## src/rtl/bus_watch_pkg.sv

```systemverilog
package bus_watch_pkg;
  localparam int BYTE_W = 8;
  localparam int WORD_W = BYTE_W + 4;

  typedef struct packed {
    logic              stop;
    logic              nack;
    logic              rstart;
    logic              start;
    logic [BYTE_W-1:0] data;
  } watch_word_t;
endpackage

```

## src/rtl/line_sync.sv

```systemverilog
module line_sync #(
  parameter int               WIDTH   = 2,
  parameter int               STAGES  = 2,
  parameter logic [WIDTH-1:0] RST_VAL = '1
) (
  input  logic             clk,
  input  logic             rst_n,
  input  logic [WIDTH-1:0] din,
  output logic [WIDTH-1:0] dout
);
  logic [STAGES-1:0][WIDTH-1:0] chain_q;

  always_ff @(posedge clk or negedge rst_n) begin
    if (!rst_n) begin
      chain_q <= {STAGES{RST_VAL}};
    end else begin
      chain_q[0] <= din;
      for (int i = 1; i < STAGES; i++) begin
        chain_q[i] <= chain_q[i-1];
      end
    end
  end

  assign dout = chain_q[STAGES-1];
endmodule

```

## src/rtl/bus_cond_det.sv

```systemverilog
module bus_cond_det (
  input  logic clk,
  input  logic rst_n,
  input  logic scl,
  input  logic sda,
  output logic scl_rise,
  output logic scl_fall,
  output logic start_ev,
  output logic stop_ev
);
  logic scl_q, sda_q;

  always_ff @(posedge clk or negedge rst_n) begin
    if (!rst_n) begin
      scl_q <= 1'b1;
      sda_q <= 1'b1;
    end else begin
      scl_q <= scl;
      sda_q <= sda;
    end
  end

  assign scl_rise = scl & ~scl_q;
  assign scl_fall = ~scl & scl_q;
  assign start_ev = scl & scl_q & sda_q & ~sda;
  assign stop_ev  = scl & scl_q & ~sda_q & sda;
endmodule

```

## src/rtl/frame_shifter.sv

```systemverilog
module frame_shifter #(
  parameter int BYTE_W = 8
) (
  input  logic              clk,
  input  logic              rst_n,
  input  logic              en,
  input  logic              sda,
  input  logic              scl_rise,
  input  logic              scl_fall,
  input  logic              start_ev,
  input  logic              stop_ev,
  output logic              byte_done,
  output logic              stop_done,
  output logic [BYTE_W-1:0] byte_val,
  output logic              nack_val,
  output logic              start_val,
  output logic              rstart_val
);
  localparam int              CNT_W   = $clog2(BYTE_W + 2);
  localparam logic [CNT_W-1:0] ACK_POS = CNT_W'(BYTE_W);
  localparam logic [CNT_W-1:0] LAST_C  = CNT_W'(BYTE_W + 1);

  logic              in_frame_q, in_frame_d;
  logic [CNT_W-1:0]  cnt_q, cnt_d;
  logic [BYTE_W-1:0] sh_q, sh_d;
  logic              ack_q, ack_d;
  logic              pst_q, pst_d;
  logic              prs_q, prs_d;
  logic              done_c, stopd_c;

  always_comb begin
    in_frame_d = in_frame_q;
    cnt_d      = cnt_q;
    sh_d       = sh_q;
    ack_d      = ack_q;
    pst_d      = pst_q;
    prs_d      = prs_q;
    done_c     = 1'b0;
    stopd_c    = 1'b0;
    if (!en) begin
      in_frame_d = 1'b0;
      cnt_d      = '0;
      sh_d       = '0;
      ack_d      = 1'b0;
      pst_d      = 1'b0;
      prs_d      = 1'b0;
    end else if (start_ev) begin
      in_frame_d = 1'b1;
      cnt_d      = '0;
      pst_d      = 1'b1;
      prs_d      = in_frame_q;
    end else if (stop_ev) begin
      in_frame_d = 1'b0;
      cnt_d      = '0;
      pst_d      = 1'b0;
      prs_d      = 1'b0;
      stopd_c    = 1'b1;
    end else if (scl_rise && in_frame_q && (cnt_q < LAST_C)) begin
      if (cnt_q < ACK_POS) sh_d = {sh_q[BYTE_W-2:0], sda};
      else                 ack_d = sda;
      cnt_d = cnt_q + 1'b1;
    end else if (scl_fall && in_frame_q && (cnt_q == LAST_C)) begin
      done_c = 1'b1;
      cnt_d  = '0;
      pst_d  = 1'b0;
      prs_d  = 1'b0;
    end
  end

  always_ff @(posedge clk or negedge rst_n) begin
    if (!rst_n) begin
      in_frame_q <= 1'b0;
      cnt_q      <= '0;
      sh_q       <= '0;
      ack_q      <= 1'b0;
      pst_q      <= 1'b0;
      prs_q      <= 1'b0;
    end else begin
      in_frame_q <= in_frame_d;
      cnt_q      <= cnt_d;
      sh_q       <= sh_d;
      ack_q      <= ack_d;
      pst_q      <= pst_d;
      prs_q      <= prs_d;
    end
  end

  assign byte_done  = done_c;
  assign stop_done  = stopd_c;
  assign byte_val   = sh_q;
  assign nack_val   = ack_q;
  assign start_val  = pst_q;
  assign rstart_val = prs_q;


  bit_count_chk: assert property (@(posedge clk) disable iff (!rst_n)
    cnt_q <= LAST_C);


  done_restart_chk: assert property (@(posedge clk) disable iff (!rst_n)
    byte_done |=> (cnt_q == '0) && !start_val);


  rstart_has_start_chk: assert property (@(posedge clk) disable iff (!rst_n)
    rstart_val |-> start_val);
endmodule

```

## src/rtl/bus_watch_mon.sv

```systemverilog
module bus_watch_mon
  import bus_watch_pkg::*;
#(
  parameter int SYNC_STAGES = 2
) (
  input  logic              clk,
  input  logic              rst_n,
  input  logic              watch_en,
  input  logic              stretch_en,
  input  logic              scl_in,
  input  logic              sda_in,
  input  logic              rd_strobe,
  output logic [WORD_W-1:0] mon_word,
  output logic              mon_valid,
  output logic              mon_overrun,
  output logic              scl_hold
);
  logic              rst_sync_n;
  logic [1:0]        lines_s;
  logic              scl_rise, scl_fall, start_ev, stop_ev;
  logic              byte_done, stop_done, item_done;
  logic [BYTE_W-1:0] byte_val;
  logic              nack_val, start_val, rstart_val;
  watch_word_t       new_word, word_q, word_d;
  logic              word_we;
  logic              valid_q, valid_d;
  logic              ovr_q, ovr_d;
  logic              req_q, req_d;

  line_sync #(.WIDTH(1), .STAGES(2), .RST_VAL(1'b0)) u_rst_sync (
    .clk(clk), .rst_n(rst_n), .din(1'b1), .dout(rst_sync_n)
  );

  line_sync #(.WIDTH(2), .STAGES(SYNC_STAGES), .RST_VAL(2'b11)) u_line_sync (
    .clk(clk), .rst_n(rst_n), .din({scl_in, sda_in}), .dout(lines_s)
  );

  bus_cond_det u_det (
    .clk(clk), .rst_n(rst_sync_n), .scl(lines_s[1]), .sda(lines_s[0]),
    .scl_rise(scl_rise), .scl_fall(scl_fall),
    .start_ev(start_ev), .stop_ev(stop_ev)
  );

  frame_shifter #(.BYTE_W(BYTE_W)) u_shift (
    .clk(clk), .rst_n(rst_sync_n), .en(watch_en), .sda(lines_s[0]),
    .scl_rise(scl_rise), .scl_fall(scl_fall),
    .start_ev(start_ev), .stop_ev(stop_ev),
    .byte_done(byte_done), .stop_done(stop_done),
    .byte_val(byte_val), .nack_val(nack_val),
    .start_val(start_val), .rstart_val(rstart_val)
  );

  assign item_done = byte_done | stop_done;

  always_comb begin
    new_word = '0;
    if (stop_done) begin
      new_word.stop = 1'b1;
    end else begin
      new_word.nack   = nack_val;
      new_word.rstart = rstart_val;
      new_word.start  = start_val;
      new_word.data   = byte_val;
    end
  end

  always_comb begin
    word_d  = word_q;
    valid_d = valid_q;
    ovr_d   = ovr_q;
    req_d   = req_q;
    word_we = 1'b0;
    if (!watch_en) begin
      word_d  = '0;
      word_we = 1'b1;
      valid_d = 1'b0;
      ovr_d   = 1'b0;
      req_d   = 1'b0;
    end else begin
      word_we = item_done;
      if (item_done) word_d = new_word;
      valid_d = item_done | (valid_q & ~rd_strobe);
      ovr_d   = ovr_q | (item_done & valid_q & ~rd_strobe);
      req_d   = stretch_en & (byte_done | (req_q & ~rd_strobe));
    end
  end

  always_ff @(posedge clk or negedge rst_sync_n) begin
    if (!rst_sync_n) begin
      word_q  <= '0;
      valid_q <= 1'b0;
      ovr_q   <= 1'b0;
      req_q   <= 1'b0;
    end else begin
      if (word_we) word_q <= word_d;
      valid_q <= valid_d;
      ovr_q   <= ovr_d;
      req_q   <= req_d;
    end
  end

  assign mon_word    = word_q;
  assign mon_valid   = valid_q;
  assign mon_overrun = ovr_q;
  assign scl_hold    = req_q & stretch_en & watch_en;


  valid_set_chk: assert property (@(posedge clk) disable iff (!rst_sync_n)
    item_done && watch_en |=> mon_valid);


  read_clear_chk: assert property (@(posedge clk) disable iff (!rst_sync_n)
    rd_strobe && !item_done |=> !mon_valid);


  overrun_sticky_chk: assert property (@(posedge clk) disable iff (!rst_sync_n)
    mon_overrun && watch_en |=> mon_overrun);


  off_idle_chk: assert property (@(posedge clk) disable iff (!rst_sync_n)
    !watch_en |=> !mon_valid && !mon_overrun && (mon_word == '0));


  hold_release_chk: assert property (@(posedge clk) disable iff (!rst_sync_n)
    rd_strobe && !byte_done |=> !scl_hold);


  stop_word_chk: assert property (@(posedge clk) disable iff (!rst_sync_n)
    stop_done && watch_en |=> mon_word == WORD_W'(1 << (WORD_W - 1)));
endmodule

```

## config.mk

```make
export PLATFORM = sky130hd
export DESIGN_NAME = bus_watch_mon
export DESIGN_NICKNAME = d
export VERILOG_FILES = /design/src/rtl/bus_watch_pkg.sv /design/src/rtl/line_sync.sv /design/src/rtl/bus_cond_det.sv /design/src/rtl/frame_shifter.sv /design/src/rtl/bus_watch_mon.sv
export SDC_FILE = /design/constraint.sdc
export NUM_CORES = 1
export LEC_CHECK = 0
export ABC_CLOCK_PERIOD_IN_PS = 1170
export BUFFER_PORTS_ARGS = -buffer_cell sky130_fd_sc_hd__buf_4
export CAP_MARGIN = 20
export CORE_ASPECT_RATIO = 0.8
export CORE_MARGIN = 8
export CORE_UTILIZATION = 50
export DETAILED_ROUTE_END_ITERATION = 16
export GPL_TIMING_DRIVEN = 0
export PLACE_DENSITY = 0.78
export SYNTH_ARGS = -nofsm -noshare
export SYNTH_HDL_FRONTEND = slang
export SYNTH_SLANG_ARGS = --single-unit
```

## constraint.sdc

```tcl
create_clock -name clk -period 1.17 [get_ports clk]
set_clock_uncertainty 0.1 [all_clocks]
set_input_delay 0.0585 -clock clk [delete_from_list [all_inputs] [get_ports clk]]
set_output_delay 0.0585 -clock clk [all_outputs]
set_load 0.02 [all_outputs]
```

==> impl_metrics.json, run 1 <==
{
  "violations": "negative setup slack",
  "cts_tree": "built",
  "p_sw_frac": 0.217,
  "cts_made_buffers": 5,
  "min_path_cells": 4,
  "maxSlewViolCount": 0,
  "pwr-share-comb": 0.069,
  "root_buffer": "clkbuf_8",
  "leakage_nw": 1.15,
  "wire_per_inst_um": 19.3,
  "critPathSlowestCell": "dfrtp_2",
  "dieHeight_um": 66.4,
  "start_util": 0.518,
  "antenna_left": 0,
  "ir_drop_mv": 1.23,
  "start_kind": "flop",
  "vias_per_cell": 5.67,
  "first_pass_iters": 4,
  "drive_gt1_frac": 0.502,
  "pin_count": 22,
  "startpoint": "u_shift.cnt_q[0]",
  "max_freq_mhz": 602,
  "placed_cells": 206,
  "fin_cells": 245,
  "p_int_w": 0.00216,
  "synthesis.area_um2": 1590,
  "syn_nets": 154,
  "setup_ws_ns": -0.492,
  "worst-endpoint-arrival_ns": 1.74,
  "synth.distinct_cells": 34,
  "seq_power_share": 0.508,
  "hp-class": "in -> reg",
  "final_hold_viol_count": 0,
  "die-area_um2": 5240,
  "reg2reg_depth": 6,
  "route.detailed.drc": 0,
  "cap_violations": 0,
  "worst_pin_slew_ns": 0.685,
  "whs_endpoint": "u_shift.cnt_q[3]",
  "num_rows": 18,
  "grt_max_degree": 21,
  "clk_latency_ns": 0.29,
  "overflow": 0,
  "synth_ff_type": "dfrtp_1",
  "hold_start": "watch_en",
  "cts_max_level": 2,
  "pwr-share-clk": 0.422,
  "dp_hpwl_um": 2200,
  "syn_inst": 144,
  "antenna_found_initial": 0,
  "cpPeakStageDelay_ns": 0.45,
  "p_sw_w": 0.000599,
  "area_growth_pct": 55.8,
  "synthArstFlopShare": 1.00,
  "worstPathMaxFanout": 5,
  "nets": 214,
  "synth_area_leaders": "dfrtp_1 (52%), dfstp_2 (9.9%), nand2_1 (6.9%)",
  "yosysTopAreaCell": "dfrtp_1",
  "clkTransAtPathRegs_ns": 0.07,
  "dr.first_iter.drc_count": 91,
  "yosys_warnings": 0,
  "cp.required_ns": 1.25,
  "worst_setup_path_end_kind": "flop",
  "cp_cell_sequence": "inv_1 -> ha_1 -> nand2b_1 -> a21oi_4 -> a21oi_2 -> a41o_1",
  "diodes": 0,
  "r2r_slack_ns": -0.49,
  "grt.total_usage": 0.177,
  "synth.avg_cell_area_um2": 11.0,
  "clockBufferDepth": 2,
  "fin_crit_sh": 1.42,
  "power_density_nw_per_um2": 1120,
  "rsz0062_at_grt": "yes",
  "timing.rr.end": "u_shift.nack_val",
  "grt_pass1_wl_um": 7110,
  "relSlewSlack": 0.544,
  "setup_viol": 31,
  "yosys_register_bits": 39,
  "r2r-start": "u_shift.cnt_q[0]",
  "routed_wl_um": 4730,
  "yosysSeqAreaShare": 0.620,
  "synth_top_area_share": 0.521,
  "cts.sinks": 39,
  "synth-edff-count": 0,
  "core_area_um2": 3060,
  "final_core_util": 0.806,
  "port_buffers": 21,
  "via_count": 1390,
  "period_needed_ns": 1.66,
  "path_class": "reg -> reg",
  "die_x_um": 79.0,
  "gp_congestion": 0.809,
  "grt_pass1_vias": 1421,
  "status": "complete, but fails checks"
}
[state kept, by name (all words and copies together) (netlist names), 2 cells and up]
signal and cells:
mon_word 12, u_line_sync.chain_q 2, u_line_sync.dout 2, u_shift.byte_val 8
u_shift.cnt_q 4
[layer usage]
layer / track usage / up-vias / routed length [um] / part of all wire
li1: - / 609 / - / -
met1: 0.192 / 694 / 1820 / 0.39
met2: 0.287 / 67 / 2360 / 0.50
met3: 0.0584 / 20 / 359 / 0.076
met4: 0.129 / 0 / 182 / 0.039
met5: 0 / - / 0 / 0
[worst max-delay path by stage]
stage,to,slack (ns)
global route,u_shift.nack_val,-0.55
global placement,mon_word[0],-0.49
floorplan,u_shift.rstart_val,-0.38
detailed placement,mon_word[0],-0.52
CTS,u_shift.nack_val,-0.41
finish,u_shift.nack_val,-0.49
[synthesized netlist by cell type, types with 2 or more instances]
| master | count |
|---|---|
| a21o_1 | 2 |
| a21oi_1 | 7 |
| buf_2 | 2 |
| clkbuf_1 | 3 |
| dfrtp_1 | 33 |
| dfstp_2 | 6 |
| ha_1 | 3 |
| inv_1 | 3 |
| mux2i_1 | 8 |
| nand2_1 | 29 |
| nand2b_1 | 4 |
| nand3b_1 | 4 |
| nand4b_1 | 2 |
| nor2_1 | 8 |
| o21ai_0 | 11 |
[power by group through the flow]
stage	Combinational (W)	Sequential (W)	Clock (W)
2_1_floorplan	0.0000439	0.00143	0
3_3_place_gp	0.0000807	0.00144	0
3_5_place_dp	0.000105	0.00143	0
4_1_cts	0.000151	0.00140	0.00117
5_1_grt	0.000204	0.00141	0.00123
6_report	0.000192	0.00140	0.00117
[critical path: cells and delay by family, from the launching register on]
kind                       cells  cell delay (ns)
adders and majority gates      1             0.18
DFF                            1             0.45
and+or+nand+nor                1             0.15
buffers and inverters          1             0.10
AOI/OAI and AO/OA              3             0.57
[timing repair]
action	CTS	global route
setup endpoints to repair	31	32
pin swaps	11	14
endpoints found under the hold margin	11	0
buffers inserted	11	11
cloned	2	2
hold buffers	7	0
gates resized for setup	38	32
[cell usage in the layout, fill, tap and decap left out, types with 2 or more instances in the layout]
cell / n
mux2i_1: 8
nand4b_1: 2
nand3b_1: 4
nor2_1: 8
o21ai_1: 3
dfrtp_1: 31
dfstp_2: 6
nand2_1: 17
a21oi_2: 6
dlygate4sd3_1: 7
nand2b_1: 3
ha_1: 2
a21oi_1: 2
clkbuf_8: 7
buf_8: 4
buf_4: 36
dfrtp_2: 2
a21o_1: 2
inv_1: 2
nand2_2: 10
o21ai_2: 8
buf_12: 2
nand2_4: 2
buf_6: 4
[area by class of cell]
type / count / area (um2)
fill: 169 / 593
inverter: 3 / 11.3
multi-input combinational: 98 / 749
buffer: 4 / 48.8
clock inverter: 2 / 35.0
sequential: 39 / 986
timing repair buffer: 53 / 507
clock buffer: 6 / 82.6
tap: 40 / 50.0
[per-stage QoR]
stage / setup TNS (ns) / setup WS [ns] / hold WS, ns / instance area [um2] / total power [W]
floorplan: -8.07 / -0.383 / -0.337 / 1620 / 0.00147
global placement: -21.76 / -0.491 / -0.239 / 1830 / 0.00152
detailed placement: -13.30 / -0.519 / -0.234 / 1850 / 0.00153
CTS: -9.89 / -0.406 / 0.00159 / 2250 / 0.00273
global route: -14.47 / -0.547 / 0.0720 / 2470 / 0.00284
finish: -12.93 / -0.492 / 0.0712 / 2470 / 0.00276
[cells by family (layout without fill, tap and decap cells)]
| kind of cell | after synthesis | count (layout) | synth area share |
|---|---|---|---|
| buf+inv | 8 | 68 | 0.0205 |
| other cells | 1 | 1 | 0.00237 |
| simple gates | 55 | 55 | 0.166 |
| compound gates | 29 | 30 | 0.111 |
| fa+ha+maj | 3 | 3 | 0.0237 |
| xor+xnor | 1 | 1 | 0.00553 |
| flops | 39 | 39 | 0.620 |
| mux | 8 | 8 | 0.0505 |
No activity file was read; power rests on OpenSTA's default activity.
==> inputs of run 2 (changes only) <==
PLACE_DENSITY = 0.74   (was 0.78)
==> run 2 against run 1 <==
- clock-buffer cell count is 1 higher
- first-iteration DRC count is 36% higher
- clock power is 6% lower
- the run still ends with negative setup slack left
- combinational power is 5% lower
- global-route usage is 1.2 points lower
- hold slack better by 0.029 ns
- critical path depth stayed put
- sequential cell count stayed put
- cell count stayed put
- sequential share of layout area is 0.34 points higher
- total power is 2.8% lower
==> impl_metrics.json, run 2 (synthesized netlist as in run 1, its figures left out) <==
{
  "status": "complete, but fails checks",
  "violations": "negative setup slack",
  "worstPathMaxFanout": 5,
  "rsz0062_at_grt": "yes",
  "path_class": "reg -> reg",
  "clk_latency_ns": 0.30,
  "cts_tree": "built",
  "reg2reg_depth": 6,
  "area_growth_pct": 54.7,
  "wire_per_inst_um": 19.7,
  "cts_made_buffers": 5,
  "cp_cell_sequence": "buf_6 -> nand3b_1 -> a21oi_4 -> buf_6 -> nand3b_1 -> a21oi_2",
  "crit_family": "flip-flops",
  "maxSlewViolCount": 0,
  "grt_max_degree": 19,
  "cts.sinks": 39,
  "cap_violations": 0,
  "grt_pass1_vias": 1402,
  "pin_count": 22,
  "gp_congestion": 0.785,
  "dr.first_iter.drc_count": 124,
  "worst-endpoint-arrival_ns": 1.78,
  "grt.total_usage": 0.165,
  "drive_gt1_frac": 0.483,
  "total_power_w": 0.00268,
  "critPathSlowestCell": "dfstp_2",
  "via_count": 1395,
  "worst_setup_path_end_kind": "flop",
  "cts_max_level": 2,
  "final_hold_viol_count": 0,
  "clockBufferDepth": 2,
  "nets": 214,
  "setup_viol": 31,
  "num_rows": 18,
  "mostFrequentLayoutCell": "buf_4",
  "max_freq_mhz": 598,
  "cp_num_buf_inv": 2,
  "hp-class": "reg -> async",
  "cpPeakStageDelay_ns": 0.55,
  "pre_cts_slack_ns": -0.541,
  "cp.required_ns": 1.28,
  "start_util": 0.518,
  "whs_ns": 0.101,
  "clkTransAtPathRegs_ns": 0.08,
  "final_core_util": 0.801,
  "dieHeight_um": 66.4,
  "relSlewSlack": 0.582,
  "antenna_left": 0,
  "port_buffers": 21,
  "diodes": 0,
  "ir_drop_mv": 0.850,
  "largest_register_ffs": 12,
  "cp.depth": 6,
  "setup_ws_ns": -0.501,
  "dp_hpwl_um": 2190,
  "leakage_nw": 1.16,
  "grt_pass1_wl_um": 6740,
  "route.detailed.drc": 0,
  "antenna_found_initial": 0,
  "die_x_um": 79.0,
  "routed_wl_um": 4830,
  "worst_pin_slew_ns": 0.628,
  "overflow": 0,
  "die-area_um2": 5240,
  "mostFrequentLayoutCells": "buf_4 (36), dfrtp_1 (30), nand2_1 (21)",
  "period_needed_ns": 1.67,
  "power_density_nw_per_um2": 1090,
  "root_buffer": "clkbuf_8",
  "start_kind": "flop",
  "first_pass_iters": 4,
  "core_area_um2": 3060,
  "vias_per_cell": 5.69,
  "fin_crit_sh": 1.43
}
## run 2: changes by cell type in the layout (fill, tap and decap cells not counted), moves of 2 or more
cell,before,now
buf_6,4,8
a21oi_2,6,4
buf_8,4,2
clkbuf_1,1,3
nand2_1,17,21
nand2_2,10,5
## run 2: metrics by stage
stage | setup TNS, ns | cell area [um2] | std cells
3_5_place_dp | -13.32 | 1840 | 206
3_3_place_gp | -22.61 | 1830 | 205
5_1_grt | -14.35 | 2450 | 245
6_report | -12.75 | 2450 | 245
4_1_cts | -9.95 | 2320 | 240
2_1_floorplan | -8.07 | 1620 | 144
## run 2: where the power goes
group	internal (W)	switching, W	total [W]	leakage, nW
clock network	0.000638	0.000459	0.00110	0.0524
logic	0.0000930	0.0000891	0.000182	0.588
registers	0.00138	0.0000303	0.00141	0.514
## run 2: metal layers
layer / wire length, um / track usage / vias up / share of wire
met5: 0 / 0 / - / 0
met4: 89 / 0.0806 / 0 / 0.018
met3: 434 / 0.0503 / 10 / 0.090
met2: 2360 / 0.269 / 73 / 0.49
met1: 1950 / 0.195 / 702 / 0.40
li1: - / - / 610 / -
## run 2: area by class of cell
type	count	area, um2
clock buffers	7	76.3
repair buffers	54	479
inverters	3	11.3
well taps	40	50.0
clock inverters	1	30.0
fillers	178	611
plain buffers	4	53.8
flip-flops and latches	39	987
multi-input cells	97	764
## run 2: repair_timing
| item | CTS | global route |
|---|---|---|
| pin swaps | 17 | 7 |
| setup endpoints to repair | 31 | 34 |
| hold buffers | 8 | 0 |
| setup buffers | 17 | 5 |
| hold endpoints to repair | 13 | 0 |
| gates resized for setup | 50 | 21 |
| cloned | 2 | 0 |
## run 2: worst paths after layout
kind                                       from                  end  slack, ns
worst min register to register  u_rst_sync.dout  u_shift.byte_val[1]       0.10
worst max register to register      u_det.scl_q     u_shift.cnt_q[0]      -0.50
max in group asynchronous                 rst_n      u_rst_sync.dout       0.26
min in group clk                       watch_en     u_shift.nack_val       0.23
worst min-delay path            u_rst_sync.dout  u_shift.byte_val[1]       0.10
worst max-delay path                u_det.scl_q     u_shift.cnt_q[0]      -0.50
==> inputs of run 3 (changes only) <==
CELL_PAD_IN_SITES_DETAIL_PLACEMENT = 1   (was not set)
CELL_PAD_IN_SITES_GLOBAL_PLACEMENT = 1   (was not set)
CORE_UTILIZATION = 39   (was 50)
PLACE_DENSITY = not set   (was 0.74)
PLACE_DENSITY_LB_ADDON = 0.1   (was not set)
==> run 3 against run 2 <==
- the flow still finishes with violations (negative setup slack)
- via count fell by 4.7%
- design area rose by 0.26%
- wire length fell by 1.1%
- sequential cell count did not move
- fmax fell by 2.9%
- global-route usage fell by 0.050 points
- total power fell by 8.3%
- critical endpoint is now mon_word[4]
- largest power group unchanged
==> impl_metrics.json, run 3 (synthesized netlist as in run 1, its figures left out) <==
{
  "port_buffers": 21,
  "cts_max_level": 2,
  "p_sw_w": 0.000570,
  "core_area_um2": 3850,
  "die_x_um": 87.3,
  "violations": "negative setup slack",
  "setup_viol": 31,
  "cp.required_ns": 1.28,
  "pwr-share-comb": 0.077,
  "hold_start": "watch_en",
  "drive_gt1_frac": 0.522,
  "worst_setup_path_end_kind": "flop",
  "num_rows": 20,
  "p_sw_frac": 0.232,
  "fin_crit_sh": 1.47,
  "reg2reg_depth": 7,
  "max_freq_mhz": 581,
  "pre_cts_slack_ns": -0.700,
  "grt_pass1_vias": 1470,
  "antenna_found_initial": 0,
  "maxSlewViolCount": 0,
  "cts_tree": "built",
  "cap_violations": 0,
  "route.detailed.drc": 0,
  "top_layer": "met4",
  "mostFrequentLayoutCell": "buf_4",
  "power_density_nw_per_um2": 1000,
  "nFillCells": 426,
  "finalSetupTns_ns": -14.38,
  "seq_power_share": 0.570,
  "clockBufferDepth": 2,
  "placed_cells": 221,
  "worst_pin_slew_ns": 0.720,
  "cts_made_buffers": 5,
  "dr_wl_met3_um": 210,
  "rsz0062_at_grt": "yes",
  "path_class": "reg -> reg",
  "mostFrequentLayoutCells": "buf_4 (38), dfrtp_1 (31), nand2_1 (16)",
  "status": "complete, but fails checks",
  "routed_wl_um": 4780,
  "start_util": 0.411,
  "grt.total_usage": 0.164,
  "worst-endpoint-arrival_ns": 1.83,
  "final_core_util": 0.638,
  "clkTransAtPathRegs_ns": 0.07,
  "hp-class": "in -> reg",
  "dp_hpwl_um": 2700,
  "cp_cell_sequence": "nand4b_1 -> buf_4 -> nor3_4 -> buf_6 -> buf_6 -> nand2_1 -> o21ai_1",
  "largest_register_ffs": 12,
  "pwr-share-clk": 0.353,
  "wl_met2_um": 2480,
  "diodes": 0,
  "ir_drop_mv": 0.756,
  "start_kind": "flop",
  "die-area_um2": 6370,
  "pin_count": 22,
  "gp_congestion": 0.750,
  "dr.first_iter.drc_count": 44,
  "fin_cells": 260,
  "dieHeight_um": 73.0,
  "area_growth_pct": 55.1,
  "first_pass_iters": 4,
  "relSlewSlack": 0.520,
  "min_path_cells": 4,
  "clk_latency_ns": 0.29,
  "leakage_nw": 1.14,
  "cpPeakStageDelay_ns": 0.57,
  "overflow": 0,
  "vias_per_cell": 5.12,
  "setup_ws_ns": -0.551,
  "wire_per_inst_um": 18.4,
  "nets": 214,
  "whs_endpoint": "u_shift.cnt_q[3]",
  "grt_pass1_wl_um": 7740,
  "root_buffer": "clkbuf_8",
  "r2r_slack_ns": -0.55,
  "r2r-start": "u_det.scl_q",
  "cpMostUsedCell": "buf_6",
  "whs_ns": 0.0988,
  "period_needed_ns": 1.72,
  "critPathSlowestCell": "dfstp_2",
  "via_count": 1330,
  "p_int_w": 0.00189,
  "antenna_left": 0,
  "cts.sinks": 39,
  "timing.rr.end": "mon_word[4]",
  "grt_max_degree": 21,
  "worstPathMaxFanout": 6,
  "final_hold_viol_count": 0,
  "drt-met1-wl_um": 1990
}
-- run 3: cell types whose count changed in the layout (fill, tap and decap cells not counted), moves of 2 or more --
cell,before,now
nand2_1,21,16
nand2_2,5,10
a21oi_2,4,7
a21oi_1,3,1
buf_4,36,38
-- run 3: metal layers --
| layer | GRT usage | vias to the layer above |
|---|---|---|
| li1 | - | 609 |
| met1 | 0.180 | 677 |
| met5 | 0 | - |
| met2 | 0.289 | 33 |
| met3 | 0.0495 | 11 |
| met4 | 0.0684 | 0 |
-- run 3: critical path, delay by kind of cell, from the launching register on --
family | cells | cell delay (ns)
buf+inv | 3 | 0.48
flops | 1 | 0.57
simple gates | 3 | 0.39
compound gates | 1 | 0.09
-- run 3: stage by stage --
step	power (W)	cell area (um2)
6_report	0.00246	2460
5_1_grt	0.00255	2460
4_1_cts	0.00246	2360
3_5_place_dp	0.00154	1870
3_3_place_gp	0.00152	1840
2_1_floorplan	0.00147	1620
-- run 3: how the worst max path moves through the flow --
stage,startpoint,to,cells after the start
2_1_floorplan,u_shift.cnt_q[1],u_shift.rstart_val,7
3_3_place_gp,u_shift.cnt_q[1],mon_word[0],6
3_5_place_dp,u_shift.cnt_q[1],mon_word[4],6
4_1_cts,u_line_sync.dout[1],u_shift.byte_val[6],5
5_1_grt,u_det.scl_q,mon_word[4],7
6_report,u_det.scl_q,mon_word[4],7
-- run 3: cell type report --
class / instances / area, um2 / share of cell area
clock inverter: 1 / 5.00 / 0.00204
tap: 55 / 68.8 / 0.0280
inverter: 3 / 11.3 / 0.00458
clock buffer: 7 / 76.3 / 0.0310
sequential: 39 / 986 / 0.401
timing repair buffer: 53 / 470 / 0.191
buffer: 4 / 55.1 / 0.0224
multi-input combinational: 98 / 786 / 0.320
-- run 3: power by group through the flow --
stage	Clock (W)	Sequential, W	Combinational (W)
after floorplan	0	0.00143	0.0000439
after CTS	0.000881	0.00140	0.000180
after global routing	0.000938	0.00141	0.000202
final	0.000868	0.00140	0.000190
after global placement	0	0.00144	0.0000839
after detailed placement	0	0.00143	0.000109
-- run 3: what timing repair did --
| item | 4_1_cts | 5_1_grt |
|---|---|---|
| hold buffers | 7 | 0 |
| setup endpoints to repair | 31 | 32 |
| pin swaps | 16 | 11 |
| setup buffers | 18 | 5 |
| endpoints found under the hold margin | 11 | 0 |
| resized for setup | 58 | 19 |
| gates cloned | 2 | 1 |
